<file path="config.mk">
export PLATFORM = sky130hd
export DESIGN_NAME = uirq_irq_gen
export DESIGN_NICKNAME = d
export VERILOG_FILES = /design/src/rtl/uirq_pkg.sv /design/src/rtl/uirq_timeout.sv /design/src/rtl/uirq_errstat.sv /design/src/rtl/uirq_irq_gen.sv
export SDC_FILE = /design/constraint.sdc
export NUM_CORES = 1
export LEC_CHECK = 0
export ABC_AREA = 1
export BUFFER_PORTS_ARGS = -buffer_cell sky130_fd_sc_hd__buf_2
export CORE_ASPECT_RATIO = 0.9
export CORE_MARGIN = 4
export CORE_UTILIZATION = 53
export CTS_CLUSTER_DIAMETER = 80
export DETAILED_ROUTE_END_ITERATION = 10
export GPL_TIMING_DRIVEN = 0
export PLACE_DENSITY = 0.9
export SYNTH_ARGS = -nofsm -noshare
export SYNTH_HDL_FRONTEND = slang
export SYNTH_SLANG_ARGS = --single-unit
</file>
<file path="constraint.sdc">
create_clock -name clk -period 4.3 [get_ports clk]
set_input_delay 1.075 -clock clk [delete_from_list [all_inputs] [get_ports clk]]
set_output_delay 1.075 -clock clk [all_outputs]
set_load 0.02 [all_outputs]
</file>
<file path="src/rtl/uirq_pkg.sv">
package uirq_pkg;
    typedef enum logic [1:0] {
        MODE_OFF = 2'b00,
        MODE_IRQ = 2'b01,
        MODE_DMA = 2'b10,
        MODE_RSV = 2'b11
    } req_mode_e;

    typedef struct packed {
        logic       rx_irq;
        logic       tx_irq;
        logic       err_irq;
        logic       rx_dma;
        logic       tx_dma;
        logic [2:0] live;
    } req_out_s;
endpackage

</file>
<file path="src/rtl/uirq_timeout.sv">
module uirq_timeout #(
    parameter int WORD_BASE = 7,
    parameter int CW        = 5
) (
    input  logic          clk,
    input  logic          rst_n,
    input  logic          fifo_en,
    input  logic [1:0]    word_len,
    input  logic          bit_tick,
    input  logic          rx_push,
    input  logic [CW-1:0] rx_level,
    input  logic [CW-1:0] rx_thr,
    output logic          fire
);
    localparam int MAXLIM = 3 * (WORD_BASE + 3);
    localparam int TW     = $clog2(MAXLIM + 1);

    typedef struct packed {
        logic [TW-1:0] cnt;
        logic          fired;
    } to_s;

    to_s           s_d, s_q;
    logic [TW-1:0] lim;

    assign lim = TW'(3 * (WORD_BASE + int'(word_len)));

    always_comb begin
        s_d  = s_q;
        fire = 1'b0;
        if (!fifo_en || rx_push || rx_level == '0) begin
            s_d.cnt   = '0;
            s_d.fired = 1'b0;
        end else if (bit_tick && !s_q.fired && rx_level < rx_thr) begin
            if (s_q.cnt == lim - TW'(1)) begin
                fire      = 1'b1;
                s_d.fired = 1'b1;
                s_d.cnt   = '0;
            end else begin
                s_d.cnt = s_q.cnt + TW'(1);
            end
        end
    end

    always_ff @(posedge clk) begin
        if (!rst_n) s_q <= '0;
        else        s_q <= s_d;
    end
endmodule

</file>
<file path="src/rtl/uirq_errstat.sv">
module uirq_errstat (
    input  logic       clk,
    input  logic       rst_n,
    input  logic [3:0] new_err,
    input  logic       err_rd,
    output logic [3:0] err_q
);
    logic [3:0] err_d;

    always_comb begin
        if (err_rd) err_d = new_err;
        else        err_d = err_q | new_err;
    end

    always_ff @(posedge clk) begin
        if (!rst_n) err_q <= '0;
        else        err_q <= err_d;
    end
endmodule

</file>
<file path="src/rtl/uirq_irq_gen.sv">
module uirq_irq_gen
    import uirq_pkg::*;
#(
    parameter int DEPTH     = 16,
    parameter int WORD_BASE = 7,
    localparam int CW       = $clog2(DEPTH + 1)
) (
    input  logic          clk,
    input  logic          rst_n,
    input  logic          fifo_en,
    input  logic [1:0]    rx_mode,
    input  logic [1:0]    tx_mode,
    input  logic [1:0]    rx_trig,
    input  logic [1:0]    tx_trig,
    input  logic [1:0]    word_len,
    input  logic          err_ie,
    input  logic          bit_tick,
    input  logic          rx_push,
    input  logic [CW-1:0] rx_level,
    input  logic          par_err,
    input  logic          frm_err,
    input  logic          brk_det,
    input  logic          tx_pop,
    input  logic [CW-1:0] tx_level,
    input  logic          tx_shift_empty,
    input  logic          err_rd,
    output logic          rx_irq,
    output logic          tx_irq,
    output logic          err_irq,
    output logic          rx_dma,
    output logic          tx_dma,
    output logic [6:0]    stat
);
    function automatic logic [CW-1:0] thr_of(input logic [1:0] code);
        case (code)
            2'd0:    return CW'(1);
            2'd1:    return CW'(DEPTH / 4);
            2'd2:    return CW'(DEPTH / 2);
            default: return CW'((3 * DEPTH) / 4);
        endcase
    endfunction

    req_out_s      s_d, s_q;
    logic [CW-1:0] rx_thr, tx_thr, cap;
    logic [3:0]    new_err;
    logic [3:0]    err_q;
    logic          to_fire, rx_evt, tx_evt, ovr;

    assign rx_thr = thr_of(rx_trig);
    assign tx_thr = thr_of(tx_trig);
    assign cap    = fifo_en ? CW'(DEPTH) : CW'(1);
    assign ovr    = rx_push && (rx_level == cap);
    assign new_err = {brk_det, frm_err, par_err, ovr};

    uirq_timeout #(.WORD_BASE(WORD_BASE), .CW(CW)) u_to (
        .clk      (clk),
        .rst_n    (rst_n),
        .fifo_en  (fifo_en),
        .word_len (word_len),
        .bit_tick (bit_tick),
        .rx_push  (rx_push),
        .rx_level (rx_level),
        .rx_thr   (rx_thr),
        .fire     (to_fire)
    );

    uirq_errstat u_err (
        .clk     (clk),
        .rst_n   (rst_n),
        .new_err (new_err),
        .err_rd  (err_rd),
        .err_q   (err_q)
    );

    always_comb begin
        if (fifo_en) begin
            rx_evt = (rx_push && (rx_level + CW'(1) == rx_thr)) || to_fire;
            tx_evt = tx_pop && (tx_level != '0) && (tx_level - CW'(1) == tx_thr);
        end else begin
            rx_evt = rx_push;
            tx_evt = tx_pop;
        end
        s_d         = '0;
        s_d.rx_irq  = rx_evt && (rx_mode == MODE_IRQ);
        s_d.rx_dma  = rx_evt && (rx_mode == MODE_DMA);
        s_d.tx_irq  = tx_evt && (tx_mode == MODE_IRQ);
        s_d.tx_dma  = tx_evt && (tx_mode == MODE_DMA);
        s_d.err_irq = err_ie && (new_err != 4'b0);
        s_d.live    = {tx_shift_empty, tx_level == '0, rx_level != '0};
    end

    always_ff @(posedge clk) begin
        if (!rst_n) s_q <= '0;
        else        s_q <= s_d;
    end

    assign rx_irq  = s_q.rx_irq;
    assign tx_irq  = s_q.tx_irq;
    assign err_irq = s_q.err_irq;
    assign rx_dma  = s_q.rx_dma;
    assign tx_dma  = s_q.tx_dma;
    assign stat    = {s_q.live, err_q};
endmodule

</file>
==> results.md <==
- Syn Nets: 241
- Pwr Density: 237 nW/um2
- Syn avg cell area: 6.38 um2
- R2r endpoint: u_to.s_q[3]
- Clock root buffer: clkbuf_4
- #FFs+latches synth: 18
- CP Max Fanout: 4
- ANT cells: 0
- Worst-Margin Slew: 0.421 ns
- Routed Antenna Nets: 0
- Pre-antenna DRT Iters: 4
- Max frequency: 464 MHz
- Post-CTS setup buffer count: 0
- Worst setup EP type: flop
- Sink Count: 18
- Area leader, netlist: dfxtp_1
- Post-CTS Resized: 0
- Avg Vias per Cell: 4.76
- Dpl cells: 265
- Hold slack: 0.479 ns
- Hold path depth: 2
- Setup Skew: 0.00265 ns
- Clock-pin slew on the worst setup and hold paths: 0.11 ns
- Category of the worst setup path launch point: input pin
- Maximum clock path buffer count: 2
- Rel. slew slack: 71.9%
- First-pass GRT wire length: 4570 um
- Hold Crit Start: u_err.err_q[3]
- Maximum vdd drop: 0.000209 V
- Reg2reg path depth: 7
- Initial Utilization: 56.3%
- Static leakage: 0.846 nW
- Mapped Cells: 196
- Number of core rows: 16
- Gp weighted congestion: 0.874
- Hpwl dp: 2210 um
- EDFF count, synth: 0
- Worst r2r src: u_to.s_q[3]
- Largest net degree at the start of global routing: 11
- Routed WL per cell: 9.75 um
- Logic pwr share: 22.9%
- Syn. warnings: 0
- Largest cells by area after synthesis: dfxtp_1 29%, nand2_1 18%, ha_1 13%
- Core area: 2220 um2
- Final hold vios: 0
- Die area: 3200 um2
- Max Cap Viol: 0
- Unique cell type count in the Yosys netlist: 19
- CTS buffer count: 3
- Via count of the routed design: 1280
- Synth Flop Type: dfxtp_1
- Ports: 44
- Fin nets: 288
- Setup tns final: 0 ns
- Status: complete, no violations
- Min-Delay Path Class: flop to flop
- Detailed Route Iter0 Violations: 38
- Overall Global Routing Usage: 18.9%
- Final setup viols: 0
- Crit share post-route: 50.1%
- Flop pwr share: 47.7%
- Total wire length: 2620 um
- Sequential area share after synthesis: 28.8%
- Share of layout cells above drive strength 1: 21.9%
- R2R Setup Slk: 3.09 ns
- Number of global-route vias before repair: 1136
- H-tree depth: 1
- WP data arrival: 2.39 ns
- Die width: 59.2 um
- Synthesized cell area: 1250 um2
- Switching power: 107 uW
- WS Path Type: input pin to flop
- Asr flop ratio synth: 0%
- Data required, critical path: 4.54 ns
- Layout area overhead: 22.4%
- Total gr overflow: 0
- Port Buffers: 42
- Die Height: 54.1 um
- CTS tree: yes
- Fin. max-slew vios: 0
- PnR worst setup slack: 2.14 ns
- Place WS: 1.83 ns
- Post-synth top area share: 28.8%
- Post-layout power: 363 uW
- Clock share of power: 29.4%
- WHS Endpoint: u_err.err_q[3]
- Post-route DRC: 0
- Hold_buf cts: 0
- Clock period minus worst slack: 2.16 ns
- Cell-internal power: 257 uW
- Worst-skew pair later-pin latency: 0.30 ns
- RSZ-0062 raised after global routing: no
- Finished Layout Cells: 269
- Sw frac: 29.4%
- Antenna violations before repair: 0
## cell usage in the layout, fill, tap and decap left out
| master | count |
|---|---|
| a21oi_1 | 9 |
| buf_2 | 42 |
| nor2_2 | 2 |
| nand2_1 | 60 |
| nor2_1 | 30 |
| nand3b_1 | 2 |
| inv_2 | 2 |
| clkbuf_4 | 3 |
| o21ai_1 | 1 |
| clkbuf_8 | 1 |
| ha_1 | 13 |
| nand4_1 | 2 |
| xor2_1 | 5 |
| nand3_2 | 2 |
| a21oi_4 | 1 |
| xnor2_1 | 1 |
| a41oi_1 | 1 |
| o21ai_0 | 4 |
| clkbuf_1 | 1 |
| dfxtp_1 | 18 |
| inv_1 | 31 |
| nand3_1 | 11 |
## cell type report
class	count	area, um2
Multi-Input combinational cell	144	763
Fill cell	203	691
Sequential cell	18	360
Timing Repair Buffer	42	210
Inverter	33	124
Clock buffer	4	36.3
Tap cell	27	33.8
Buffer	1	3.75
## cells by family (layout without fill, tap and decap cells)
logic type,Yosys count,in the layout,share of synthesized area [%]
AND/OR/NAND/NOR,109,109,36.2
buffers and inverters,34,80,10.2
flip-flops,18,18,28.8
adder cells (fa/ha/maj),13,13,13.0
AO/OA/AOI/OAI,16,16,7.60
XOR/XNOR,6,6,4.20
## routing by layer
layer	share of wire [%]	track usage, %	vias up
met5	0	0	-
met4	0.38	4.53	0
met3	8.1	5.52	2
met2	46	31.8	40
met1	45	23.7	545
li1	-	-	693
## power by group through the flow
stage          Clock [mW]  Combinational, mW  Sequential (mW)
6_report            0.107             0.0834            0.173
5_1_grt             0.114             0.0969            0.174
4_1_cts             0.108             0.0841            0.173
3_5_place_dp            0             0.0837            0.177
3_3_place_gp            0             0.0816            0.177
2_1_floorplan           0             0.0464            0.182
## cell usage after synthesis, types with 2 or more instances
cell type	instances
nand2_1	60
inv_1	31
nor2_1	30
dfxtp_1	18
ha_1	13
nand3_1	11
a21oi_1	9
xor2_1	5
o21ai_0	4
inv_2	2
nand3_2	2
nand3b_1	2
nand4_1	2
nor2_2	2
## flip-flops by register name, summed over array words and instances, names as in the netlist
name         count
rx_dma           1
u_err.err_q      4
u_to.s_q         6
tx_irq           1
stat             3
rx_irq           1
tx_dma           1
err_irq          1
## stage by stage
| step | area [um2] | util (%) |
|---|---|---|
| finish | 1530 | 68.9 |
| global route | 1530 | 68.9 |
| CTS | 1530 | 68.9 |
| detailed placement | 1500 | 67.3 |
| global placement | 1500 | 67.3 |
| floorplan | 1250 | - |
## critical path, stage by stage
cell and delay (ns):
buf_2 0.12, inv_1 0.06, ha_1 0.18, ha_1 0.28
nand2_1 0.06, nand2_1 0.06, nand3_1 0.08, nand2_1 0.09
nand3_1 0.13, nand3_2 0.12, a21oi_1 0.15
## how the worst max path moves through the flow
stage,from,depth (start not counted),endpoint
after global placement,word_len[1],11,u_to.s_q[1]
after global routing,word_len[1],11,u_to.s_q[1]
after CTS,word_len[1],11,u_to.s_q[1]
final,word_len[1],11,u_to.s_q[1]
after floorplan,word_len[1],11,u_to.s_q[3]
after detailed placement,word_len[1],11,u_to.s_q[1]
No activity file was read; power rests on OpenSTA's default activity.
